==> config.mk <==
export PLATFORM = sky130hd
export DESIGN_NAME = irq_entry_seq
export DESIGN_NICKNAME = d
export VERILOG_FILES = /design/src/rtl/irq_seq_pkg.sv /design/src/rtl/irq_pend_pick.sv /design/src/rtl/irq_ctx_save.sv /design/src/rtl/irq_entry_seq.sv
export SDC_FILE = /design/constraint.sdc
export NUM_CORES = 1
export LEC_CHECK = 0
export BUFFER_PORTS_ARGS = -buffer_cell sky130_fd_sc_hd__buf_2
export CAP_MARGIN = 10
export CELL_PAD_IN_SITES_DETAIL_PLACEMENT = 1
export CELL_PAD_IN_SITES_GLOBAL_PLACEMENT = 1
export CORE_UTILIZATION = 33
export DETAILED_ROUTE_END_ITERATION = 8
export GPL_TIMING_DRIVEN = 0
export PLACE_DENSITY = 0.76
export RECOVER_POWER = 100
export SLEW_MARGIN = 20
export SYNTH_ARGS = -nofsm -noshare
export SYNTH_HDL_FRONTEND = slang
export SYNTH_SLANG_ARGS = --single-unit
==> constraint.sdc <==
create_clock -name clk -period 1.9 [get_ports clk]
set_input_delay 0.285 -clock clk [delete_from_list [all_inputs] [get_ports clk]]
set_output_delay 0.285 -clock clk [all_outputs]
set_load 0.005 [all_outputs]
==> src/rtl/irq_seq_pkg.sv <==
package irq_seq_pkg;
  typedef enum logic [1:0] {
    ST_IDLE = 2'd0,
    ST_REQ  = 2'd1,
    ST_WAIT = 2'd2,
    ST_HDL  = 2'd3
  } seq_state_t;
endpackage

==> src/rtl/irq_pend_pick.sv <==
module irq_pend_pick #(
  parameter int N = 8,
  localparam int IW = (N > 1) ? $clog2(N) : 1
) (
  input  logic          clk,
  input  logic          rst_n,
  input  logic [N-1:0]  req_in,
  input  logic          take,
  output logic          any,
  output logic [IW-1:0] win_idx
);
  logic [N-1:0] pend_q, pend_d, merged, grant;
  logic         blk;

  assign merged = pend_q | req_in;
  assign any    = |merged;

  always_comb begin
    blk     = 1'b0;
    grant   = '0;
    win_idx = '0;
    for (int i = 0; i < N; i++) begin
      if (merged[i] && !blk) begin
        grant[i] = 1'b1;
        win_idx  = IW'(i);
      end
      blk = blk | merged[i];
    end
  end

  always_comb begin
    pend_d = merged;
    if (take) pend_d = merged & ~grant;
  end

  always_ff @(posedge clk or negedge rst_n) begin
    if (!rst_n) pend_q <= '0;
    else        pend_q <= pend_d;
  end

  AST_GRANT_ONEHOT: assert property (@(posedge clk) disable iff (!rst_n)
    $onehot0(grant));

  for (genvar k = 0; k < N; k++) begin : g_hold
    AST_PEND_KEPT: assert property (@(posedge clk) disable iff (!rst_n)
      (pend_q[k] && !(take && grant[k])) |=> pend_q[k]);
    AST_ARRIVAL_KEPT: assert property (@(posedge clk) disable iff (!rst_n)
      (req_in[k] && !take) |=> pend_q[k]);
  end
endmodule

==> src/rtl/irq_ctx_save.sv <==
module irq_ctx_save #(
  parameter int AW = 16
) (
  input  logic          clk,
  input  logic          rst_n,
  input  logic          cap,
  input  logic [AW-1:0] pc_in,
  input  logic          mode_in,
  output logic [AW-1:0] pc_q,
  output logic          mode_q
);
  always_ff @(posedge clk or negedge rst_n) begin
    if (!rst_n) begin
      pc_q   <= '0;
      mode_q <= 1'b0;
    end else if (cap) begin
      pc_q   <= pc_in;
      mode_q <= mode_in;
    end
  end

  AST_CTX_STABLE: assert property (@(posedge clk) disable iff (!rst_n)
    !cap |=> ($stable(pc_q) && $stable(mode_q)));
endmodule

==> src/rtl/irq_entry_seq.sv <==
module irq_entry_seq
  import irq_seq_pkg::*;
#(
  parameter int          N_CLS      = 8,
  parameter int          AW         = 16,
  parameter int unsigned VEC_BASE   = 16,
  parameter int unsigned VEC_STRIDE = 2,
  localparam int IW = (N_CLS > 1) ? $clog2(N_CLS) : 1
) (
  input  logic             clk,
  input  logic             rst_n,
  input  logic [N_CLS-1:0] irq_req,
  input  logic             instr_done,
  input  logic [AW-1:0]    pc_in,
  input  logic             mode_in,
  input  logic             rti,
  input  logic             vec_valid,
  input  logic [AW-1:0]    vec_data,
  output logic             save_valid,
  output logic [AW-1:0]    save_pc,
  output logic             vec_req,
  output logic [AW-1:0]    vec_addr,
  output logic             pc_load,
  output logic [AW-1:0]    pc_load_val,
  output logic             mode_we,
  output logic             mode_val
);
  seq_state_t    st_q, st_d;
  logic          pend_any, take, fetch_done, ret_go;
  logic [IW-1:0] win_idx;
  logic [AW-1:0] ctx_pc, addr_d, load_val_d;
  logic          ctx_mode, mode_val_d;
  logic          save_q, vreq_q, load_q, mwe_q;

  irq_pend_pick #(.N(N_CLS)) u_pick (
    .clk(clk), .rst_n(rst_n), .req_in(irq_req), .take(take),
    .any(pend_any), .win_idx(win_idx)
  );

  irq_ctx_save #(.AW(AW)) u_ctx (
    .clk(clk), .rst_n(rst_n), .cap(take), .pc_in(pc_in), .mode_in(mode_in),
    .pc_q(ctx_pc), .mode_q(ctx_mode)
  );

  always_comb begin
    st_d       = st_q;
    take       = 1'b0;
    fetch_done = 1'b0;
    ret_go     = 1'b0;
    unique case (st_q)
      ST_IDLE: if (instr_done && pend_any) begin
        take = 1'b1;
        st_d = ST_REQ;
      end
      ST_REQ:  st_d = ST_WAIT;
      ST_WAIT: if (vec_valid) begin
        fetch_done = 1'b1;
        st_d       = ST_HDL;
      end
      ST_HDL:  if (rti) begin
        ret_go = 1'b1;
        st_d   = ST_IDLE;
      end
      default: st_d = ST_IDLE;
    endcase
  end

  always_comb begin
    addr_d     = AW'(VEC_BASE) + AW'(win_idx) * AW'(VEC_STRIDE);
    load_val_d = fetch_done ? vec_data : ctx_pc;
    mode_val_d = take ? 1'b1 : ctx_mode;
  end

  always_ff @(posedge clk or negedge rst_n) begin
    if (!rst_n) begin
      st_q   <= ST_IDLE;
      save_q <= 1'b0;
      vreq_q <= 1'b0;
      load_q <= 1'b0;
      mwe_q  <= 1'b0;
    end else begin
      st_q   <= st_d;
      save_q <= take;
      vreq_q <= take;
      load_q <= fetch_done | ret_go;
      mwe_q  <= take | ret_go;
    end
  end

  always_ff @(posedge clk or negedge rst_n) begin
    if (!rst_n) begin
      vec_addr    <= '0;
      pc_load_val <= '0;
      mode_val    <= 1'b0;
    end else begin
      if (take)                vec_addr    <= addr_d;
      if (fetch_done | ret_go) pc_load_val <= load_val_d;
      if (take | ret_go)       mode_val    <= mode_val_d;
    end
  end

  assign save_valid = save_q;
  assign save_pc    = ctx_pc;
  assign vec_req    = vreq_q;
  assign pc_load    = load_q;
  assign mode_we    = mwe_q;

  AST_ENTRY_ON_BOUNDARY: assert property (@(posedge clk) disable iff (!rst_n)
    save_valid |-> $past(instr_done));
  AST_VREQ_PULSE: assert property (@(posedge clk) disable iff (!rst_n)
    vec_req |=> !vec_req);
  AST_ENTRY_SUPERVISOR: assert property (@(posedge clk) disable iff (!rst_n)
    save_valid |-> (mode_we && mode_val));
  AST_LOAD_CAUSE: assert property (@(posedge clk) disable iff (!rst_n)
    pc_load |-> ($past(vec_valid) || $past(rti)));
  AST_NO_REENTRY: assert property (@(posedge clk) disable iff (!rst_n)
    save_valid |=> !save_valid);
  AST_RTI_IDLE_IGNORED: assert property (@(posedge clk) disable iff (!rst_n)
    (st_q == ST_IDLE && rti) |=> !pc_load);
  AST_EARLY_DATA_IGNORED: assert property (@(posedge clk) disable iff (!rst_n)
    vec_req |=> !pc_load);
endmodule

==> impl_metrics.yaml, run 1 <==
hold_path:
  hp-class: "primary input to flip-flop"
  min_from: "vec_data[4]"
clock_network:
  clockBufferDepth: 2
  cts_made_buffers: 5
  clockRootBuffer: "clkbuf_8"
  clkTransAtPathRegs_ns: 0.10
  cts.sinks: 51
  hold_buffers: 0
  cts_tree: "yes"
  htree_levels: 2
  clock_latency_ns: 0.29
worst_setup_path:
  critPathMaxFanout: 10
  worstPathArrival_ns: 2.17
  rr_worst_depth: 5
  cp_slowest_stage_delay_ns: 0.55
  worstSetupPathType: "flip-flop to flip-flop"
  setup.worst_path.start: "u_pick.pend_q[0]$_DFF_PN0_"
  cp_slowest_cell: "or4_4"
  rr_endpoint: "u_ctx.pc_q[10]$_DFFE_PN0P_"
  crit_required_ns: 2.08
  r2r-start: "u_pick.pend_q[0]$_DFF_PN0_"
  path_cells: "or4_4, nor4_4, nor2_4, buf_12, mux2_4"
  end_kind: "flip-flop"
  cp-endpoint: "u_ctx.pc_q[10]$_DFFE_PN0P_"
  regToRegSetupSlack_ns: -0.09
  cp-start-kind: "flip-flop"
timing:
  tns_ns: -1.41
  finalWorstSetupSlack_ns: -0.0873
  hold_viol: 0
  fin_crit_ns: 1.99
  maxSlewHeadroom_pct: 13.7
  worst_slew_pin_slew_ns: 1.29
  rsz0062_at_grt: "yes"
  finalMaxSlewViolations: 0
  finClkSkew_ns: 0.00709
  setup_viol: 20
  hold-worst-slack_ns: 0.193
  min_period_over_period_pct: 105
  fmax_ghz: 0.503
pwr:
  p_per_area_nw_per_um2: 1320
  max-vdd-ir-drop_uv: 624
  power_leakage_uw: 0.00158
synthesis:
  ys_types: 29
  synth-seq-cells: 51
  yosys-top-cells-area: "dfrtp_1 54%, mux2_4 8.3%, mux2i_1 7.2%"
  synth_top_area_share_pct: 54.0
  yosys_warnings: 0
  syn-cell-area_um2: 2360
  syn_avg_cell_area_um2: 11.9
  synth_area_leader_cell: "dfrtp_1"
  netlist_instances: 198
  ys_seq_area_share_pct: 54.0
route:
  wl_met2_um: 2970
  wire_per_inst_um: 14.3
  drc_errors: 0
  met3WireLength_um: 288
  top_layer_used: "met4"
  first_pass_iters: 3
  viasPerCell: 4.59
  wl_met1_um: 2570
  drt_first_iter_violations: 58
  antenna_left: 0
  num_vias: 1874
  wl_um: 5840
global_route:
  grt_pass1_vias: 1973
  grt_pass1_wl_um: 9210
  grt_overflow: 0
  grtUsageTotal_pct: 15.7
  grt_max_degree: 52
  antenna_found_initial: 0
floorplanning:
  die_w_um: 86.6
  die_h_um: 86.6
  dieArea_um2: 7500
  core_area_um2: 6870
  initial_core_util_pct: 34.4
  io_pins: 99
  rows: 30
run:
  max_cap_viol_count: 0
placement:
  dpl.hpwl_um: 4380
  port_buffers: 86
  post-place-cells: 391
  place_congestion: 0.764
layout:
  finalNonFillerCells: 408
  syn_to_final_growth_pct: 33.6
  final_nets: 361
  seqCellArea_um2: 1280
  antenna_cells: 0
  multi_input_area_um2: 1010
  fillers: 798
  drive_gt1_share_pct: 42.6
status:
  outcome: "finished, violations left"
  violations: "setup timing"
[metrics by stage]
stage | util (%) | worst slack (ns) | power, uW | instance area (um2)
2_1_floorplan | - | -0.0648 | 2760 | 2410
3_3_place_gp | 43.1 | -0.282 | 3390 | 2960
3_5_place_dp | 43.2 | -0.307 | 3490 | 2960
4_1_cts | 45.9 | -0.0906 | 4250 | 3150
5_1_grt | 46.0 | -0.152 | 4490 | 3160
6_report | 46.0 | -0.0873 | 4160 | 3160
[cells in the mapped netlist (all sizes together)]
library cell	number
a21oi	8
a221oi	1
a2bb2oi	2
a31oi	1
and2	1
and3b	1
buf	15
clkbuf	5
conb	1
dfrtp	51
ha	4
inv	3
mux2	18
mux2i	17
nand2	20
nand2b	1
nor2	14
nor2b	1
nor3	1
nor4	4
o21ai	21
o31ai	1
o41ai	2
or2	1
or4	4
[cells in the final DEF (no fill, tap or decap), types with 2 or more instances in the layout]
master     n
or4_4      4
clkbuf_2   5
buf_6      3
buf_2     64
inv_1      3
a21oi_2    2
clkbuf_1  22
clkbuf_8   7
mux2i_1   17
nor2_1    12
mux2_4    13
ha_1       4
mux2_2     5
nor4_1     2
buf_4     19
nand2_1   19
conb_1    12
dfrtp_1   51
a21oi_1    6
o21ai_0   21
[power by group]
part | switching [uW] | internal (uW) | leakage (uW)
registers | 292 | 1530 | 0.000592
logic | 749 | 915 | 0.000936
clock network | 350 | 332 | 0.0000505
[sequential cells by signal, indices dropped and copies added, names as in the netlist]
signal	flops
mode_we	1
u_ctx.mode_q	1
mode_val	1
u_ctx.pc_q	16
u_pick.pend_q	8
pc_load	1
pc_load_val	16
vec_addr	4
vec_req	1
st_q	2
[timing repair]
item,4_1_cts,5_1_grt
pin swaps,5,2
resized for setup,7,10
endpoints found under the setup margin,38,46
buffers inserted,7,2
[worst min-delay path by stage]
| stage | endpoint | slack [ns] | cells after the start |
|---|---|---|---|
| floorplan | mode_val$_DFFE_PN0P_ | -0.01 | 0 |
| global placement | vec_addr[4]$_DFFE_PN0P_ | 0.48 | 1 |
| detailed placement | u_pick.pend_q[2]$_DFF_PN0_ | 0.36 | 1 |
| CTS | u_pick.pend_q[2]$_DFF_PN0_ | 0.03 | 1 |
| global route | pc_load_val[15]$_DFFE_PN0P_ | 0.20 | 3 |
| finish | pc_load_val[4]$_DFFE_PN0P_ | 0.19 | 3 |
[area by class of cell]
class / count / share of cell area (%)
timing repair buffer: 95 / 15.2
sequential: 51 / 40.4
clock inverter: 1 / 0.238
clock buffer: 7 / 3.05
buffer: 20 / 4.84
multi-input combinational: 135 / 32.1
inverter: 3 / 0.357
tap: 96 / 3.80
[cells by family after synthesis]
kind of cell    synth area share [%]
mux                             17.8
other cells                    0.159
fa+ha+maj                       2.12
buf+inv                         6.35
flops                           54.0
compound gates                  8.58
simple gates                    11.0
[critical path: cells and delay by family, from the launching register on]
kind / cells / cell delay (ns)
buffers and inverters: 1 / 0.16
DFF: 1 / 0.41
muxes: 1 / 0.29
and+or+nand+nor: 3 / 1.01
[layer usage]
layer	vias up	track usage, %
li1	891	-
met1	927	20.0
met2	54	27.5
met3	2	3.90
met4	0	2.27
met5	-	0
(Power assumes the default switching activity.)
==> inputs of run 2 (changes only) <==
==> constraint.sdc (replaced) <==
create_clock -name clk -period 1.9 [get_ports clk]
set_input_delay 0.285 -clock clk [delete_from_list [all_inputs] [get_ports clk]]
set_output_delay 0.285 -clock clk [all_outputs]
set_load 0.1 [all_outputs]
==> impl_metrics.yaml, run 2 (synthesized netlist as in run 1, its figures left out) <==
route:
  wl_um: 5810
  antenna_left: 0
  wire_per_inst_um: 14.2
  top_layer_used: "met4"
  wl_met2_um: 2980
  drc_errors: 0
  drt_first_iter_violations: 57
  viasPerCell: 4.61
  first_pass_iters: 4
  num_vias: 1882
  met3WireLength_um: 274
  wl_met1_um: 2540
worst_setup_path:
  regToRegSetupSlack_ns: -0.09
  cp_slowest_stage_delay_ns: 0.55
  cp-start-kind: "flip-flop"
  crit_required_ns: 2.08
  rr_worst_depth: 5
  rr_endpoint: "u_ctx.pc_q[10]$_DFFE_PN0P_"
  cp_slowest_cell: "or4_4"
  worstSetupPathType: "flip-flop to flip-flop"
  cp-endpoint: "u_ctx.pc_q[10]$_DFFE_PN0P_"
  end_kind: "flip-flop"
  cp_top_family: "simple AND/OR/NAND/NOR gates"
  path_cells: "or4_4, nor4_4, nor2_4, buf_12, mux2_4"
  setup.worst_path.start: "u_pick.pend_q[0]$_DFF_PN0_"
  critPathMaxFanout: 10
  worstPathArrival_ns: 2.16
  crit_cells: 5
  path_buf_inv: 1
  r2r-start: "u_pick.pend_q[0]$_DFF_PN0_"
global_route:
  grt_overflow: 0
  antenna_found_initial: 0
  grtUsageTotal_pct: 15.7
  grt_max_degree: 52
  grt_pass1_wl_um: 9210
  grt_pass1_vias: 1973
timing:
  finClkSkew_ns: 0.00715
  worst_slew_pin_slew_ns: 1.29
  hold_viol: 0
  maxSlewHeadroom_pct: 14.1
  rsz0062_at_grt: "yes"
  fmax_ghz: 0.504
  min_period_over_period_pct: 105
  fin_crit_ns: 1.99
  setup_viol: 20
  finalWorstSetupSlack_ns: -0.0857
  finalMaxSlewViolations: 0
clock_network:
  clkTransAtPathRegs_ns: 0.10
  cts_made_buffers: 5
  hold_buffers: 0
  htree_levels: 2
  clockBufferDepth: 2
  clockRootBuffer: "clkbuf_8"
  cts.sinks: 51
  clock_latency_ns: 0.29
  cts_tree: "yes"
placement:
  place_congestion: 0.764
  dpl.hpwl_um: 4380
  place_area_um2: 2960
  port_buffers: 86
layout:
  syn_to_final_growth_pct: 34.7
  drive_gt1_share_pct: 49.4
  reg_top3: "pc_load_val (16), u_ctx.pc_q (16), u_pick.pend_q (8)"
  layout_common_cells: "51 x dfrtp_1, 46 x clkbuf_2, 44 x buf_2"
  antenna_cells: 0
  final_nets: 361
  fin_area_um2: 3180
  final_common_cell: "dfrtp_1"
  fillers: 791
floorplanning:
  die_w_um: 86.6
  dieArea_um2: 7500
  die_h_um: 86.6
  io_pins: 99
  initial_core_util_pct: 34.4
  rows: 30
  core_area_um2: 6870
status:
  outcome: "finished, violations left"
  violations: "setup timing"
hold_path:
  hp-class: "primary input to flip-flop"
run:
  max_cap_viol_count: 0
-- run 2: changes by cell type in the layout (fill, tap and decap cells not counted), sizes merged --
| cell | change |
|---|---|
| buf | -19 |
| clkbuf | +19 |
-- run 2: layout make-up --
type | instances | area [um2] | area share, %
Timing Repair Buffer | 95 | 505 | 15.9
Tap cell | 96 | 120 | 3.77
Inverter | 3 | 11.3 | 0.354
Sequential cell | 51 | 1280 | 40.1
Clock inverter | 1 | 7.51 | 0.236
Clock buffer | 7 | 96.3 | 3.03
Buffer | 20 | 153 | 4.80
Multi-Input combinational cell | 135 | 1010 | 31.8
-- run 2: worst min-delay path: stages --
cell and delay (ns):
buf_2 0.07, nand2_1 0.04, o21ai_0 0.06
-- run 2: how the worst min path moves through the flow --
stage / slack (ns) / cells after the start / from / end
global route: 0.20 / 3 / vec_data[15] / pc_load_val[15]$_DFFE_PN0P_
floorplan: -0.01 / 0 / rst_n / mode_val$_DFFE_PN0P_
finish: 0.19 / 3 / vec_data[4] / pc_load_val[4]$_DFFE_PN0P_
detailed placement: 0.36 / 1 / rst_n / u_pick.pend_q[2]$_DFF_PN0_
CTS: 0.03 / 1 / rst_n / u_pick.pend_q[2]$_DFF_PN0_
global placement: 0.48 / 1 / vec_addr[4]$_DFFE_PN0P_ / vec_addr[4]$_DFFE_PN0P_
-- run 2: per-layer routing --
layer | GRT usage [%] | vias to the layer above
li1 | - | 888
met1 | 20.0 | 938
met2 | 27.5 | 54
met3 | 3.90 | 2
met4 | 2.27 | 0
met5 | 0 | -
-- run 2: repair_timing --
action / in CTS / in global routing
buffers inserted: 7 / 2
pin swaps: 5 / 2
resized for setup: 7 / 10
endpoints found under the setup margin: 38 / 46
gates cloned: 0 / 0
-- run 2: through the flow --
step                instances  hold WS (ns)  util [%]  setup WS [ns]  TNS, ns
floorplan                 209       -0.0106         -        -0.0661   -0.822
CTS                       406        0.0320      45.9        -0.0906    -1.53
finish                    408         0.193      46.3        -0.0857    -1.37
global placement          391         0.479      43.1         -0.282    -6.90
detailed placement        391         0.363      43.2         -0.307    -7.75
global route              408         0.198      46.3         -0.152    -2.96
Power of run 2 is left out: the tool's default activity adds up to more than one toggle a clock period on the data nets, which glitch-free logic cannot reach.
